[src/rtl/lck_pkg.sv]
package lck_pkg;

    // stored status word: enable (bit 6) and event monitor (bit 7)
    typedef struct packed {
        logic ie;
        logic mon;
    } lck_stat_t;

    // line input resynchroniser and edge history
    typedef struct packed {
        logic s0;
        logic s1;
        logic prev;
    } lck_sync_t;

    localparam lck_stat_t LCK_STAT_RST = '{ie: 1'b0, mon: 1'b1};

endpackage

[src/rtl/lck_addr_match.sv]
module lck_addr_match #(
    parameter int                ADDR_W   = 18,
    parameter logic [ADDR_W-1:0] DEV_ADDR = 18'o777546
) (
    input  logic [ADDR_W-1:0] addr,
    input  logic              msyn,
    output logic              sel
);
    // bit 0 selects a byte and is excluded from the compare
    localparam logic [ADDR_W-1:0] MATCH_MASK = {{(ADDR_W-1){1'b1}}, 1'b0};

    always_comb begin
        sel = msyn && (((addr ^ DEV_ADDR) & MATCH_MASK) == '0);
    end
endmodule

[src/rtl/lck_ssyn_timer.sv]
module lck_ssyn_timer #(
    parameter int SSYN_DLY = 4
) (
    input  logic clk,
    input  logic rst_n,
    input  logic sel,
    output logic first,
    output logic ssyn
);
    localparam int CW = $clog2(SSYN_DLY + 1);
    localparam logic [CW-1:0] CNT_MAX = CW'(SSYN_DLY);

    logic [CW-1:0] cnt_d, cnt_q;

    always_comb begin
        cnt_d = cnt_q;
        if (!sel)
            cnt_d = '0;
        else if (cnt_q != CNT_MAX)
            cnt_d = cnt_q + CW'(1);
        first = sel && (cnt_q == '0);
        ssyn  = (cnt_q == CNT_MAX);
    end

    always_ff @(posedge clk) begin
        if (!rst_n) cnt_q <= '0;
        else        cnt_q <= cnt_d;
    end


    ssyn_drop_chk: assert property (@(posedge clk) disable iff (!rst_n)
        !sel |=> !ssyn);


    ssyn_hold_chk: assert property (@(posedge clk) disable iff (!rst_n)
        (ssyn && sel) |=> ssyn);
endmodule

[src/rtl/lck_line_edge.sv]
module lck_line_edge
    import lck_pkg::*;
(
    input  logic clk,
    input  logic rst_n,
    input  logic line_raw,
    output logic pulse
);
    lck_sync_t sy_d, sy_q;

    always_comb begin
        sy_d.s0   = line_raw;
        sy_d.s1   = sy_q.s0;
        sy_d.prev = sy_q.s1;
        pulse     = sy_q.s1 && !sy_q.prev;
    end

    always_ff @(posedge clk) begin
        if (!rst_n) sy_q <= '0;
        else        sy_q <= sy_d;
    end


    pulse_single_chk: assert property (@(posedge clk) disable iff (!rst_n)
        pulse |=> !pulse);


    pulse_from_rise_chk: assert property (@(posedge clk) disable iff (!rst_n)
        pulse |-> $past(line_raw, 2));
endmodule

[src/rtl/lck_stat_reg.sv]
module lck_stat_reg
    import lck_pkg::*;
(
    input  logic clk,
    input  logic rst_n,
    input  logic init,
    input  logic first,
    input  logic sel,
    input  logic is_wr,
    input  logic wd6,
    input  logic wd7,
    input  logic pulse,
    output logic ie,
    output logic rd6,
    output logic rd7
);
    lck_stat_t st_d, st_q;
    logic      do_wr;

    always_comb begin
        do_wr = first && is_wr;
        st_d  = st_q;
        if (init) begin
            st_d = LCK_STAT_RST;
        end else begin
            if (do_wr) begin
                st_d.ie = wd6;
                if (!wd7) st_d.mon = 1'b0;
            end
            // event set outranks a clearing write
            if (pulse) st_d.mon = 1'b1;
        end
        ie  = st_q.ie;
        rd6 = sel && !is_wr && st_q.ie;
        rd7 = sel && !is_wr && st_q.mon;
    end

    always_ff @(posedge clk) begin
        if (!rst_n) st_q <= LCK_STAT_RST;
        else        st_q <= st_d;
    end


    init_apply_chk: assert property (@(posedge clk) disable iff (!rst_n)
        init |=> (!st_q.ie && st_q.mon));


    pulse_sets_mon_chk: assert property (@(posedge clk) disable iff (!rst_n)
        pulse |=> st_q.mon);


    wr_loads_ie_chk: assert property (@(posedge clk) disable iff (!rst_n)
        (first && is_wr && !init) |=> (st_q.ie == $past(wd6)));


    wr_clears_mon_chk: assert property (@(posedge clk) disable iff (!rst_n)
        (first && is_wr && !wd7 && !pulse && !init) |=> !st_q.mon);
endmodule

[src/rtl/lck_status_top.sv]
module lck_status_top #(
    parameter int                ADDR_W   = 18,
    parameter logic [ADDR_W-1:0] DEV_ADDR = 18'o777546,
    parameter int                SSYN_DLY = 4
) (
    input  logic              clk,
    input  logic              rst_n,
    input  logic [ADDR_W-1:0] bus_addr,
    input  logic              bus_wr,
    input  logic              bus_msyn,
    input  logic              bus_init,
    input  logic              wdat6,
    input  logic              wdat7,
    input  logic              line_raw,
    output logic              rdat6,
    output logic              rdat7,
    output logic              bus_ssyn,
    output logic              line_pulse,
    output logic              irq_enable
);
    logic sel, first;

    lck_addr_match #(.ADDR_W(ADDR_W), .DEV_ADDR(DEV_ADDR)) u_match (
        .addr (bus_addr),
        .msyn (bus_msyn),
        .sel  (sel)
    );

    lck_ssyn_timer #(.SSYN_DLY(SSYN_DLY)) u_timer (
        .clk   (clk),
        .rst_n (rst_n),
        .sel   (sel),
        .first (first),
        .ssyn  (bus_ssyn)
    );

    lck_line_edge u_edge (
        .clk      (clk),
        .rst_n    (rst_n),
        .line_raw (line_raw),
        .pulse    (line_pulse)
    );

    lck_stat_reg u_stat (
        .clk   (clk),
        .rst_n (rst_n),
        .init  (bus_init),
        .first (first),
        .sel   (sel),
        .is_wr (bus_wr),
        .wd6   (wdat6),
        .wd7   (wdat7),
        .pulse (line_pulse),
        .ie    (irq_enable),
        .rd6   (rdat6),
        .rd7   (rdat7)
    );


    rd_idle_zero_chk: assert property (@(posedge clk) disable iff (!rst_n)
        !bus_msyn |-> (!rdat6 && !rdat7));


    read_keeps_ie_chk: assert property (@(posedge clk) disable iff (!rst_n)
        (bus_msyn && !bus_wr && !bus_init) |=> $stable(irq_enable));
endmodule

[config.mk]
export PLATFORM = sky130hd
export DESIGN_NAME = lck_status_top
export DESIGN_NICKNAME = d
export VERILOG_FILES = /design/src/rtl/lck_pkg.sv /design/src/rtl/lck_addr_match.sv /design/src/rtl/lck_ssyn_timer.sv /design/src/rtl/lck_line_edge.sv /design/src/rtl/lck_stat_reg.sv /design/src/rtl/lck_status_top.sv
export SDC_FILE = /design/constraint.sdc
export NUM_CORES = 1
export LEC_CHECK = 0
export BUFFER_PORTS_ARGS = -buffer_cell sky130_fd_sc_hd__buf_2
export CAP_MARGIN = 20
export CELL_PAD_IN_SITES_DETAIL_PLACEMENT = 1
export CELL_PAD_IN_SITES_GLOBAL_PLACEMENT = 2
export CORE_MARGIN = 2
export CORE_UTILIZATION = 19
export DETAILED_ROUTE_END_ITERATION = 12
export HOLD_SLACK_MARGIN = 0.03
export PLACE_DENSITY_LB_ADDON = 0.12
export SLEW_MARGIN = 20
export SYNTH_ARGS = -nofsm -noshare
export SYNTH_HDL_FRONTEND = slang
export SYNTH_HIERARCHICAL = 1
export SYNTH_SLANG_ARGS = --single-unit
[constraint.sdc]
create_clock -name clk -period 1.8 [get_ports clk]
set_clock_uncertainty 0.2 [all_clocks]
set_input_delay 0.09 -clock clk [delete_from_list [all_inputs] [get_ports clk]]
set_output_delay 0.09 -clock clk [all_outputs]
set_load 0.02 [all_outputs]
==> flow_summary_export.csv, run 1 <==
group,metric,value,unit
outcome,status,"finished clean",
floorplanning,fp.dieW,51.0,um
worst_setup_path,slowest_stage,"dfxtp_1",
drt,post_drt_wl_per_cell,11.2,um
sta,rsz0062_at_grt,"no",
yosys,ys_ff_latch,8,
clock_network,path_clk_slew,0.06,ns
global_route,grt_pass1_wl,2.24,mm
floorplanning,dieHeight,51.0,um
final_layout,drive_gt1_share,51.8,%
final_layout,syn_to_final_growth,70.4,%
yosys,syn_area,419,um2
clock_network,post_cts_buffers,0,
clock_network,tritoncts,"yes",
min_path,hold_path_class,"input pin to flop",
yosys,synthTopCellsByCount,"dfxtp_1, nand3_1, a21oi_1, and2_1",
global_route,grt_pass1_vias,528,
worst_setup_path,rrSetupSlack,0.30,ns
sta,setup-tns-final,0,ns
drt,first_iter_violations,0,
sta,fmax,0.596,GHz
clock_network,cts-buffers-inserted,3,
worst_setup_path,r2r_cells,7,
placed_design,dp_hpwl,940,um
final_layout,n_antenna_cell,0,
final_layout,final_cells,113,
power_and_ir_drop,max-vdd-ir-drop,192,uV
run,maxCapViolCount,0,
worst_setup_path,end_kind,"output pin",
yosys,synthCells,43,
drt,ant_nets,0,
worst_setup_path,worstSetupPathDepth,5,
worst_setup_path,timing.rr.end,"u_stat/ie",
worst_setup_path,max_stage_delay,0.38,ns
worst_setup_path,r2r-start,"u_timer/cnt_q[0]",
clock_network,cts-root-buf,"clkbuf_4",
worst_setup_path,crit_start,"u_timer/cnt_q[0]",
clock_network,clk_path_buf_depth,2,
drt,detail_route.vias_per_cell,4.24,
floorplanning,io_pins,31,
worst_setup_path,start_kind,"flop",
worst_setup_path,critPathArrivalTime,1.39,ns
sta,min_period_over_period,93.2,%
floorplanning,rows,17,
power_and_ir_drop,pwr-share-comb,13.5,%
power_and_ir_drop,pwr-share-seq,49.4,%
yosys,yosysTopAreaCell,"dfxtp_1",
floorplanning,dieArea,2600,um2
floorplanning,start_util,19.5,%
worst_setup_path,worstPathRequired,1.51,ns
global_route,overflow,0,
power_and_ir_drop,leakagePower,0.344,nW
clock_network,cts.sinks,8,
placed_design,gp_congestion,0.641,
power_and_ir_drop,internal_power,290,uW
drt,drt_first_pass_iters,1,
yosys,async_flop_share,0,%
sta,min_period,1.68,ns
clock_network,ctsHoldBuffers,7,
yosys,ys_types,22,
yosys,yosysWarnings,6,
power_and_ir_drop,powerDensity,513,nW/um2
drt,totalWireLength,1.26,mm
sta,setup_viol,0,
yosys,synth_top_area_share,38.2,%
yosys,syn_nets,71,
final_layout,fillers,273,
clock_network,cts.htree.levels,1,
power_and_ir_drop,p_sw,76.2,uW
yosys,ys.flop_type,"dfxtp_1",
worst_setup_path,cp_max_fo,6,
global_route,grt_usage,11.9,%
final_layout,final_nets,115,
sta,worstMarginPinSlew,0.263,ns
yosys,yosysMostFrequentCell,"dfxtp_1",
sta,maxSlewHeadroom,82.4,%
yosys,synth_edf_count,0,
worst_setup_path,crit_family,"flip-flops",
placed_design,dp.cells,103,
power_and_ir_drop,pwr-share-clk,37.1,%
worst_setup_path,critPathBufInv,3,
floorplanning,core-area,2150,um2
final_layout,utilization,33.3,%
worst_setup_path,path_class,"flop to output pin",
worst_setup_path,endpoint,"bus_ssyn",
global_route,antenna_found_initial,0,
global_route,grt_max_degree,9,
sta,slew_viol_final,0,
sta,hold_viol_final,0,
clock_network,cts_resized,0,
yosys,synth-seq-area-share,38.2,%
placed_design,io_buffers,29,
yosys,synth.area.top_cells,"dfxtp_1, ha_1, a21bo_2",
worst_setup_path,path_cells,"inv_1, ha_1, buf_4, and2_2, buf_2",
clock_network,clk_latency,0.25,ns
drt,vias,479,
yosys,synth.avg_cell_area,9.75,um2
drt,remaining_drc_errors,0,
power_and_ir_drop,p_sw_share,20.8,%
logic make-up (layout without fill, tap and decap cells):
group	count (synthesis)	count (layout)	synth area share, %
compound gates	7	7	12.5
fa+ha+maj	2	2	5.97
buf+inv	2	44	1.79
flops	8	8	38.2
simple gates	24	24	41.5
metal layers:
| layer | global-route usage, % | share of wire (%) | wire, um |
|---|---|---|---|
| met5 | 0 | 0 | 0 |
| met4 | 8.11 | 1.5 | 19 |
| met3 | 2.92 | 6.6 | 83 |
| met2 | 21.2 | 52 | 654 |
| met1 | 12.0 | 40 | 505 |
power by group through the flow:
stage                     sequential (mW)  combinational, mW  clock, mW
after detailed placement            0.185             0.0377          0
final                               0.181             0.0496      0.136
after CTS                           0.181             0.0493      0.146
after floorplan                     0.184            0.00924          0
after global routing                0.181             0.0552      0.155
after global placement              0.185             0.0369          0
layout by cell type (no fill, tap or decap), drive strengths merged, types with 2 or more instances in the layout:
master and n:
a21bo 2, a21oi 3, and2 4, and3b 3, buf 32, clkbuf 3, dfxtp 8, dlygate4sd3 7
ha 2, inv 2, nand2 2, nand3 4, nand4b 2, nor2 2
registers in the layout, indices dropped and copies added, names as in the netlist:
name           count
u_stat/ie          1
u_timer/cnt_q      3
u_edge/sy_d        2
u_stat/st_q        1
u_edge/sy_q        1
worst min-delay path, delay by kind of cell:
kind            cells  cell delay (ns)
compound gates      1             0.11
simple gates        5             0.30
buf+inv             1             0.10
worst min path at each step:
stage / start / end / slack (ns) / cells past startpoint
detailed placement: line_raw / u_edge/sy_d[1] / 0.10 / 2
CTS: bus_addr[12] / u_stat/st_q[0] / 0.17 / 7
floorplan: rst_n / u_edge/sy_d[1] / 0.01 / 1
global placement: line_raw / u_edge/sy_d[1] / 0.09 / 2
finish: bus_addr[1] / u_stat/st_q[0] / 0.17 / 7
global route: bus_addr[1] / u_stat/st_q[0] / 0.21 / 7
layout make-up:
cell class | count | area [um2] | area share, %
clock buffers | 3 | 22.5 | 3.15
inverters | 2 | 7.51 | 1.05
multi-input cells | 33 | 251 | 35.2
flip-flops and latches | 8 | 160 | 22.4
well taps | 28 | 35.0 | 4.90
repair buffers | 39 | 238 | 33.3
through the flow:
stage	power, mW	area, um2	hold WS [ns]	worst slack, ns
after floorplan	0.194	419	0.0117	0.168
after global placement	0.222	622	0.0949	0.0726
after detailed placement	0.223	622	0.101	0.0474
after CTS	0.376	714	0.172	0.101
after global routing	0.391	714	0.211	0.0154
final	0.367	714	0.171	0.123
Power figures use the tool's default switching activity.
==> run 2: changes to the inputs <==
--- a/config.mk
+++ b/config.mk
@@ -5,12 +5,13 @@
 export SDC_FILE = /design/constraint.sdc
 export NUM_CORES = 1
 export LEC_CHECK = 0
+export ABC_AREA = 1
 export BUFFER_PORTS_ARGS = -buffer_cell sky130_fd_sc_hd__buf_2
 export CAP_MARGIN = 20
 export CELL_PAD_IN_SITES_DETAIL_PLACEMENT = 1
 export CELL_PAD_IN_SITES_GLOBAL_PLACEMENT = 2
 export CORE_MARGIN = 2
-export CORE_UTILIZATION = 19
+export CORE_UTILIZATION = 18
 export DETAILED_ROUTE_END_ITERATION = 12
 export HOLD_SLACK_MARGIN = 0.03
 export PLACE_DENSITY_LB_ADDON = 0.12
==> run 2 against run 1 <==
  * Via count rose by 14%
  * Area after synthesis increased by 12%
  * Sequential power is essentially flat
  * Die area up 16%
  * Final cell count increased by 30%
  * Wire length fell by 6.3%
  * Highest routed layer unchanged
==> flow_summary_export.csv, run 2 <==
group,metric,value,unit
clock_network,clk_latency,0.25,ns
yosys,yosysMostFrequentCell,"nand2_1",
worst_setup_path,path_class,"input pin to flop",
placed_design,gp_congestion,0.658,
final_layout,n_antenna_cell,0,
sta,hold_viol_final,0,
yosys,yosysTopAreaCell,"dfxtp_1",
sta,maxSlewHeadroom,82.7,%
worst_setup_path,rrSetupSlack,0.34,ns
yosys,synth.area.top_cells,"dfxtp_1, nand2_1, inv_1",
worst_setup_path,cp_max_fo,5,
min_path,min-delay-start,"bus_addr[7]",
floorplanning,rows,18,
drt,detail_route.vias_per_cell,3.73,
clock_network,cts-buffers-inserted,3,
clock_network,post_cts_buffers,0,
final_layout,multi_input_area,236,um2
run,maxCapViolCount,0,
clock_network,cts-root-buf,"clkbuf_4",
sta,rsz0062_at_grt,"no",
worst_setup_path,end_kind,"flop",
global_route,grt_pass1_vias,476,
global_route,grt_max_degree,6,
final_layout,final_common_cell,"buf_2",
worst_setup_path,max_stage_delay,0.56,ns
yosys,synthTopCellsByCount,"nand2_1, inv_1, nor2_1",
final_layout,layout_common_cells,"buf_2, nand2_1, inv_1",
final_layout,final_nets,147,
min_path,hold_path_class,"input pin to flop",
yosys,synth_top_area_share,34.2,%
drt,totalWireLength,1.18,mm
floorplanning,core-area,2480,um2
power_and_ir_drop,max-vdd-ir-drop,347,uV
clock_network,clk_path_buf_depth,2,
worst_setup_path,worstPathRequired,1.75,ns
yosys,ys.flop_type,"dfxtp_1",
final_layout,syn_to_final_growth,61.0,%
power_and_ir_drop,powerDensity,497,nW/um2
drt,drt_first_pass_iters,2,
yosys,syn_area,468,um2
yosys,yosysWarnings,6,
yosys,ys_types,14,
yosys,async_flop_share,0,%
global_route,grt_pass1_wl,1.78,mm
sta,min_period_over_period,92.6,%
yosys,synth.avg_cell_area,6.08,um2
floorplanning,dieArea,3020,um2
floorplanning,start_util,18.9,%
placed_design,io_buffers,29,
drt,ant_nets,0,
sta,setup-tns-final,0,ns
drt,post_drt_wl_per_cell,8.05,um
worst_setup_path,timing.rr.end,"u_stat/st_q[0]",
final_layout,largest_reg_flops,3,
final_layout,fillers,339,
yosys,ys_ff_latch,8,
yosys,synth_edf_count,0,
worst_setup_path,path_cells,"dlygate4sd3_1, buf_2, clkinv_1, nor3_1, dlygate4sd3_1, nand2_1",
worst_setup_path,slowest_stage,"dlygate4sd3_1",
sta,slew_viol_final,0,
outcome,status,"finished clean",
drt,first_iter_violations,2,
floorplanning,io_pins,31,
final_layout,seq_area,160,um2
yosys,syn_nets,105,
global_route,antenna_found_initial,0,
clock_network,path_clk_slew,0.05,ns
final_layout,final_cells,147,
yosys,synth-seq-area-share,34.2,%
worst_setup_path,r2r_cells,5,
drt,vias,548,
clock_network,tritoncts,"yes",
worst_setup_path,start_kind,"input pin",
worst_setup_path,cpMostUsedCell,"dlygate4sd3_1",
min_path,whs_path_depth,6,
floorplanning,fp.dieW,55.0,um
min_path,min_to,"u_timer/cnt_q[0]",
sta,min_period,1.67,ns
worst_setup_path,critPathArrivalTime,1.61,ns
clock_network,cts.htree.levels,1,
clock_network,cts.sinks,8,
floorplanning,dieHeight,55.0,um
global_route,grt_usage,8.41,%
sta,setup_viol,0,
yosys,synthCells,77,
final_layout,drive_gt1_share,32.5,%
power_and_ir_drop,leakagePower,0.440,nW
placed_design,dp.cells,136,
sta,fmax,0.600,GHz
clock_network,ctsHoldBuffers,8,
clock_network,cts_resized,0,
global_route,overflow,0,
final_layout,top_register,"u_timer/cnt_q",
sta,worstMarginPinSlew,0.258,ns
drt,remaining_drc_errors,0,
placed_design,dp_hpwl,957,um
worst_setup_path,r2r-start,"u_edge/sy_d[0]",
run 2: cell count changes after synthesis, sizes merged, moves of 2 or more:
cell / previous run / this run
inv: 2 / 18
nand2: 2 / 26
nor2: 2 / 15
a21oi: 3 / 0
and3b: 3 / 0
a21bo: 2 / 0
nand4b: 2 / 0
and2: 4 / 0
run 2: stage by stage:
stage / power, mW / hold slack (ns) / worst slack, ns / area (um2) / utilization (%)
after floorplan: 0.199 / -0.0165 / 0.482 / 468 / -
after global placement: 0.229 / 0.0731 / 0.386 / 651 / 26.3
after detailed placement: 0.230 / 0.0874 / 0.319 / 651 / 26.3
after CTS: 0.387 / 0.0882 / 0.130 / 753 / 30.4
after global routing: 0.403 / 0.132 / 0.0520 / 753 / 30.4
final: 0.374 / 0.101 / 0.134 / 753 / 30.4
run 2: worst max path at each step:
| stage | slack (ns) | endpoint | depth (start not counted) | from |
|---|---|---|---|---|
| after floorplan | 0.48 | rdat7 | 7 | bus_addr[3] |
| after global placement | 0.39 | u_stat/st_q[0] | 11 | bus_addr[3] |
| after detailed placement | 0.32 | u_stat/st_q[0] | 11 | bus_addr[3] |
| after CTS | 0.13 | u_stat/st_q[0] | 6 | rst_n |
| after global routing | 0.05 | u_stat/st_q[0] | 6 | rst_n |
| final | 0.13 | u_stat/st_q[0] | 6 | rst_n |
run 2: cells by family after synthesis:
logic type                 after synthesis  synth area share (%)
and+or+nand+nor                         48                  45.2
buffers and inverters                   19                  15.2
DFF                                      8                  34.2
adders and majority gates                2                  5.35
run 2: area by class of cell:
class / instances / share of cell area (%)
multi-input combinational: 50 / 31.4
timing repair buffer: 37 / 29.9
sequential: 8 / 21.3
inverter: 19 / 9.47
tap: 30 / 4.98
clock buffer: 3 / 2.99
run 2: worst max-delay path, delay by kind of cell:
| family | cells | cell delay, ns |
|---|---|---|
| simple gates | 2 | 0.18 |
| buf+inv | 4 | 1.34 |
run 2: where the power goes:
part	total, mW	leakage [nW]	switching, mW	internal, mW
combinational	0.0578	0.362	0.0212	0.0366
clock	0.136	0.0138	0.0596	0.0762
sequential	0.181	0.0650	0.000969	0.180
total	0.374	0.440	0.0818	0.293
run 2: metal layers:
layer	GRT usage [%]	vias up	routed length, um
met5	0	-	0
met4	6.10	0	10
met3	2.42	2	127
met2	13.9	22	477
met1	9.12	220	567
li1	-	304	-
